File: config.mk
export PLATFORM = sky130hd
export DESIGN_NAME = bcd_tod_counter
export DESIGN_NICKNAME = d
export VERILOG_FILES = /design/src/rtl/tod_pkg.sv /design/src/rtl/tod_debounce.sv /design/src/rtl/tod_ctrl.sv /design/src/rtl/tod_datapath.sv /design/src/rtl/bcd_tod_counter.sv
export SDC_FILE = /design/constraint.sdc
export NUM_CORES = 1
export LEC_CHECK = 0
export ABC_CLOCK_PERIOD_IN_PS = 3000
export BUFFER_PORTS_ARGS = -buffer_cell sky130_fd_sc_hd__buf_4
export CAP_MARGIN = 20
export CORE_MARGIN = 3
export CORE_UTILIZATION = 45
export DETAILED_ROUTE_END_ITERATION = 8
export GPL_TIMING_DRIVEN = 0
export PLACE_DENSITY = 0.65
export SYNTH_ARGS = -nofsm -noshare
export SYNTH_HDL_FRONTEND = slang
export SYNTH_HIERARCHICAL = 1
export SYNTH_SLANG_ARGS = --single-unit
File: constraint.sdc
create_clock -name clk -period 3 [get_ports clk]
set_input_delay 0.3 -clock clk [delete_from_list [all_inputs] [get_ports clk]]
set_output_delay 0.3 -clock clk [all_outputs]
set_load 0.01 [all_outputs]
File: src/rtl/tod_pkg.sv
package tod_pkg;

  // Strobes handed from control to the counting datapath
  typedef struct packed {
    logic secTick;    // one-second advance
    logic minPress;   // accepted minute press, set mode only
    logic hourPress;  // accepted hour press, set mode only
    logic carryEn;    // 1 = ripple carries allowed (run mode)
  } todStrobe_t;

  // Advance a two-digit BCD value, wrapping to 00 after lastVal
  function automatic logic [7:0] bcdStep(input logic [7:0] cur, input logic [7:0] lastVal);
    logic [7:0] nxt;
    if (cur == lastVal) begin
      nxt = 8'h00;
    end else if (cur[3:0] == 4'd9) begin
      nxt = {cur[7:4] + 4'd1, 4'd0};
    end else begin
      nxt = {cur[7:4], cur[3:0] + 4'd1};
    end
    return nxt;
  endfunction

endpackage

File: src/rtl/tod_debounce.sv
module tod_debounce #(
  parameter int DEBOUNCE_CYCLES = 50000
) (
  input  logic clk,
  input  logic rst,
  input  logic btnRaw,
  output logic pressPulse
);
  localparam int CNT_W = $clog2(DEBOUNCE_CYCLES + 1);
  localparam logic [CNT_W-1:0] CNT_LAST = CNT_W'(DEBOUNCE_CYCLES - 1);

  logic [1:0]       syncQ;
  logic             stableLvl;
  logic [CNT_W-1:0] holdCnt;

  always_ff @(posedge clk) begin
    if (rst) begin
      syncQ      <= '0;
      stableLvl  <= 1'b0;
      holdCnt    <= '0;
      pressPulse <= 1'b0;
    end else begin
      syncQ      <= {syncQ[0], btnRaw};
      pressPulse <= 1'b0;
      if (syncQ[1] == stableLvl) begin
        holdCnt <= '0;
      end else if (holdCnt == CNT_LAST) begin
        stableLvl  <= syncQ[1];
        holdCnt    <= '0;
        pressPulse <= syncQ[1];
      end else begin
        holdCnt <= holdCnt + CNT_W'(1);
      end
    end
  end
endmodule

File: src/rtl/tod_ctrl.sv
module tod_ctrl
  import tod_pkg::*;
#(
  parameter int PRESC_BITS      = 15,
  parameter int DEBOUNCE_CYCLES = 50000
) (
  input  logic       clk,
  input  logic       rst,
  input  logic       refEn,
  input  logic       setMode,
  input  logic       btnMinRaw,
  input  logic       btnHourRaw,
  output todStrobe_t strobes
);
  localparam int NUM_BTN = 2;

  logic [PRESC_BITS-1:0] presc;
  logic [NUM_BTN-1:0]    btnRaw;
  logic [NUM_BTN-1:0]    pressPulse;

  always_ff @(posedge clk) begin
    if (rst) begin
      presc <= '0;
    end else if (refEn) begin
      presc <= presc + PRESC_BITS'(1);
    end
  end

  assign btnRaw = {btnHourRaw, btnMinRaw};

  for (genvar b = 0; b < NUM_BTN; b++) begin : g_btn
    tod_debounce #(.DEBOUNCE_CYCLES(DEBOUNCE_CYCLES)) u_deb (
      .clk       (clk),
      .rst       (rst),
      .btnRaw    (btnRaw[b]),
      .pressPulse(pressPulse[b])
    );
  end

  always_comb begin
    strobes.secTick   = refEn && (presc == '1);
    strobes.carryEn   = !setMode;
    strobes.minPress  = setMode && pressPulse[0];
    strobes.hourPress = setMode && pressPulse[1];
  end
endmodule

File: src/rtl/tod_datapath.sv
module tod_datapath
  import tod_pkg::*;
(
  input  logic        clk,
  input  logic        rst,
  input  todStrobe_t  strobes,
  output logic [23:0] timeBcd,
  output logic        secStrobe
);
  localparam int NUM_FIELDS = 3;
  // index 0 = seconds, 1 = minutes, 2 = hours
  localparam logic [7:0] FIELD_LAST [NUM_FIELDS] = '{8'h59, 8'h59, 8'h23};

  logic [7:0]            fieldVal [NUM_FIELDS];
  logic [NUM_FIELDS-1:0] fieldAdv;
  logic secAdv, secWrap, minAdv, minWrap, hourAdv;

  always_comb begin
    secAdv  = strobes.secTick;
    secWrap = secAdv && (fieldVal[0] == FIELD_LAST[0]);
    minAdv  = strobes.carryEn ? secWrap : strobes.minPress;
    minWrap = minAdv && (fieldVal[1] == FIELD_LAST[1]);
    hourAdv = strobes.carryEn ? minWrap : strobes.hourPress;
  end

  assign fieldAdv = {hourAdv, minAdv, secAdv};

  for (genvar g = 0; g < NUM_FIELDS; g++) begin : g_field
    always_ff @(posedge clk) begin
      if (rst) begin
        fieldVal[g] <= 8'h00;
      end else if (fieldAdv[g]) begin
        fieldVal[g] <= bcdStep(fieldVal[g], FIELD_LAST[g]);
      end
    end
  end

  always_ff @(posedge clk) begin
    if (rst) begin
      secStrobe <= 1'b0;
    end else begin
      secStrobe <= secAdv;
    end
  end

  assign timeBcd = {fieldVal[2], fieldVal[1], fieldVal[0]};
endmodule

File: src/rtl/bcd_tod_counter.sv
module bcd_tod_counter
  import tod_pkg::*;
#(
  parameter int PRESC_BITS      = 15,
  parameter int DEBOUNCE_CYCLES = 50000
) (
  input  logic        clk,
  input  logic        rst,
  input  logic        refEn,
  input  logic        setMode,
  input  logic        btnMinRaw,
  input  logic        btnHourRaw,
  output logic [23:0] timeBcd,
  output logic        secStrobe
);
  todStrobe_t ctrlStrobes;

  tod_ctrl #(
    .PRESC_BITS     (PRESC_BITS),
    .DEBOUNCE_CYCLES(DEBOUNCE_CYCLES)
  ) u_ctrl (
    .clk       (clk),
    .rst       (rst),
    .refEn     (refEn),
    .setMode   (setMode),
    .btnMinRaw (btnMinRaw),
    .btnHourRaw(btnHourRaw),
    .strobes   (ctrlStrobes)
  );

  tod_datapath u_dp (
    .clk      (clk),
    .rst      (rst),
    .strobes  (ctrlStrobes),
    .timeBcd  (timeBcd),
    .secStrobe(secStrobe)
  );
endmodule

==> impl_results.rst <==
.. list-table::
   :header-rows: 1

   * - Metric
     - Value
   * - F_max
     - 354.0 MHz
   * - Count of TritonRoute iterations in the first routing pass
     - 4
   * - CP Launch Type
     - flop
   * - Instance count of the mapped netlist
     - 384
   * - Skew-Pair Late Insertion Delay
     - 340 ps
   * - Maximum VDD drop
     - 224.4 uV
   * - Via count of the first global-routing pass
     - 2705
   * - Portion of synthesized cell area occupied by the leading cell type
     - 28.33%
   * - Final HPWL DP
     - 5040 um
   * - Number of failing setup endpoints in the final timing report
     - 0
   * - Number of filler instances in the final layout
     - 782
   * - Share of layout cells above drive strength 1
     - 22.14%
   * - Starting density of the core
     - 47.22%
   * - Largest net degree at the start of global routing
     - 16
   * - Number of antenna-violating nets in the routed design
     - 0
   * - Netlist Area Pre-Place
     - 3958 um^2
   * - Overall power consumption
     - 0.002074 W
   * - Nature of the critical path endpoint
     - flop
   * - Number of enable flip-flop cells after synthesis
     - 24
   * - Static Leak
     - 1.558 nW
   * - Wire length of the first global-routing pass
     - 12040 um
   * - Horiz. Die Dim
     - 99.78 um
   * - Post-synthesis net count
     - 405
   * - Post-route clock period utilization
     - 94.15%
   * - Number of vias after detailed routing
     - 2837
   * - Detailed route wirelength on metal3
     - 258 um
   * - Outcome
     - finished, final reports clean
   * - Max Root-Sink Buffers
     - 2
   * - CP Max Fanout
     - 10
   * - TritonCTS clock tree
     - yes
   * - Power density over the cells
     - 458.5 nW/um^2
   * - RD Place Congestion
     - 0.7963
   * - Overall track demand over capacity in global routing
     - 14.71%
   * - Worst rel slew slack
     - 61.77%
   * - Core outline area
     - 8382 um^2
   * - DR vias/cell
     - 5.313
   * - Number of diodes added for antenna fixing
     - 0
   * - Chip Height
     - 99.78 um
   * - Data required time at the worst endpoint
     - 3040 ps
   * - Hold/Removal Path Class
     - primary input to flop
   * - Largest area contributor in the netlist
     - dfxtp_1
   * - Number of buffers inserted by port buffering
     - 29
   * - Max Transition Viols Final
     - 0
   * - Routed wire length
     - 6966 um
   * - RSZ-0062 raised after global routing
     - no
   * - Setup Fix Bufs, Post-CTS
     - 0
   * - Number of ports placed on the die boundary
     - 31
   * - Met2 wire len
     - 3174 um
   * - Most used flip-flop cell after synthesis
     - dfxtp_1
   * - Hold Crit Depth
     - 2
   * - Flip-flop and latch count after synthesis
     - 80
   * - CTS clk-pin slew, worst paths
     - 90 ps
   * - Mean area per synthesized cell
     - 10.31 um^2
   * - Fraction of the yosys area taken by sequential cells
     - 46.54%
   * - Arrival time of data at the critical path endpoint
     - 2860 ps
   * - Measured slew at the worst slew-check pin
     - 573.4 ps
   * - Number of different library cells in the post-synthesis netlist
     - 51
   * - Final #Nets
     - 445
   * - Path type of the worst setup path
     - flop to flop
   * - Top cells by area in the synthesized netlist
     - dfxtp_1 (28%), edfxtp_1 (18%), xnor2_1 (6.6%)
   * - Async set-reset flop share out of synthesis
     - 0%
   * - Post-DR wirelength/cell
     - 13.04 um
   * - Maximum Capacitance Violations
     - 0
   * - DRC violation count after routing
     - 0
   * - Post-layout instance area
     - 4523 um^2
   * - GRT Residual Overflow
     - 0
   * - Placement row count
     - 33
   * - Layout overhead on the synthesized area
     - 14.29%
   * - Post-detailed-placement cell area
     - 4307 um^2
   * - Wire length on met1
     - 3403 um
   * - Highest metal layer used by the detailed router
     - met4
   * - Crit path time final
     - 2825 ps
   * - Detailed router's first-iteration violation count
     - 63
   * - TritonCTS buffer count
     - 9
   * - Die Footprint
     - 9956 um^2
   * - Initial antenna violation count
     - 0
   * - Cell at the root of the clock tree
     - clkbuf_8
   * - Number of clock sinks
     - 80
   * - Final hold violation count
     - 0
   * - Count of yosys warnings during synthesis
     - 6
   * - Number of cells traversed by the worst register-to-register path
     - 8
   * - H-Tree Depth
     - 3
   * - Clock Skew
     - 9.223 ps
-- stage by stage --
stage	TNS, ps	instances	worst slack [ps]	hold slack (ps)	utilization [%]
after floorplan	0	384	198.5	371.6	-
after global placement	-707.8	518	-177.0	429.7	51.38
after detailed placement	-930.8	518	-232.8	438.1	51.38
after CTS	0	534	23.95	163.7	53.87
after global routing	0	534	3.816	184.8	53.96
final	0	534	175.5	171.6	53.96
-- what timing repair did --
item                       in CTS  in global routing
cloned                          0                  0
pin swaps                       0                  0
resized for setup               2                  2
hold buffers                    0                  0
setup endpoints to repair       4                  8
-- critical path, stage by stage (launching register included) --
cell and delay, ps:
dfxtp_1 400, ha_1 240, nand4_4 200, nor4_2 390
and2_1 270, nand4b_1 120, or4_4 490, buf_6 170
a21boi_2 240
-- placed cells by master (no fill, tap or decap), types with 4 or more instances in the layout --
cell	instances
clkbuf_1	4
nor2b_1	10
a211oi_2	8
nor4b_2	4
xor2_1	14
clkbuf_8	9
nor2_1	51
nand2_1	19
a21oi_1	8
nor2_2	6
dfxtp_1	56
ha_1	15
xnor2_1	30
nor3_1	13
nand3_1	15
nand2b_1	6
inv_1	17
nand4_1	14
nor4_1	7
buf_4	29
nor4_2	7
o21ai_0	4
edfxtp_1	24
-- final timing paths --
| kind | endpoint | from | slack (ps) |
|---|---|---|---|
| max | u_dp/fieldVal[2][7] | u_ctrl/presc[0] | 180 |
| min reg2reg | u_ctrl/g_btn[1].u_deb/syncQ[1] | u_ctrl/g_btn[1].u_deb/syncQ[0] | 450 |
| max reg2reg | u_dp/fieldVal[2][7] | u_ctrl/presc[0] | 180 |
| min | u_ctrl/g_btn[0].u_deb/syncQ[0] | btnMinRaw | 170 |
-- routing by layer --
layer / GRT usage (%) / up-vias
met1: 19.15 / 1342
met4: 6.933 / 0
li1: - / 1436
met2: 23.65 / 47
met3: 2.710 / 12
met5: 0 / -
-- report_power, final --
part | switching, W | leakage [nW] | internal (W) | total [W]
Sequential | 0.0000250 | 0.686 | 0.00113 | 0.00116
Clock | 0.000412 | 0.0929 | 0.000393 | 0.000805
Combinational | 0.0000582 | 0.780 | 0.0000536 | 0.000112
Total | 0.000495 | 1.56 | 0.00158 | 0.00207
-- cells in the mapped netlist (3+ instances only) --
cell type  instances
a31o_2             3
clkbuf_1           4
buf_6              3
ha_1              15
nor4b_2            4
nand2b_1           6
mux2_2             3
nor4_1             8
a21oi_1            8
mux2i_1            3
a211oi_2           8
nand4_1           14
xnor2_1           30
o21ai_0            4
inv_1             17
nor4_2             6
nor2_2             6
nor3_1            13
dfxtp_1           56
nor2b_1           10
nor2_1            51
nand4_2            3
xor2_1            14
edfxtp_1          24
nand2_1           19
nand3_1           15
and2_1             3
-- registers in the layout, summed over array words and instances (netlist names) --
signal / flops
u_dp/fieldVal: 24
u_dp/secStrobe: 1
u_ctrl/g_btn.u_deb/syncQ: 4
u_ctrl/g_btn.u_deb/pressPulse: 2
u_ctrl/g_btn.u_deb/holdCnt: 32
u_ctrl/presc: 15
u_ctrl/g_btn.u_deb/stableLvl: 2
-- cell families (layout without fill, tap and decap cells) --
family                   Yosys count  in the layout  synth area share [%]
AND/OR/NAND/NOR                  182            182                 27.85
multiplexers                       7              7                 1.897
AO/OA/AOI/OAI                     30             30                 6.165
adder cells (fa/ha/maj)           15             15                 4.742
flip-flops                        80             80                 46.54
buffers and inverters             26             71                 3.066
XOR/XNOR                          44             44                 9.738
-- area by class of cell --
| cell class | instances | area, um^2 | area share (%) |
|---|---|---|---|
| Timing Repair Buffer | 29 | 217.7 | 4.813 |
| Multi-Input combinational cell | 278 | 2008 | 44.40 |
| Clock inverter | 7 | 78.83 | 1.743 |
| Buffer | 9 | 57.56 | 1.272 |
| Clock buffer | 9 | 123.9 | 2.739 |
| Inverter | 17 | 63.81 | 1.411 |
| Tap cell | 105 | 131.4 | 2.905 |
| Sequential cell | 80 | 1842 | 40.72 |
Power figures use the tool's default switching activity.
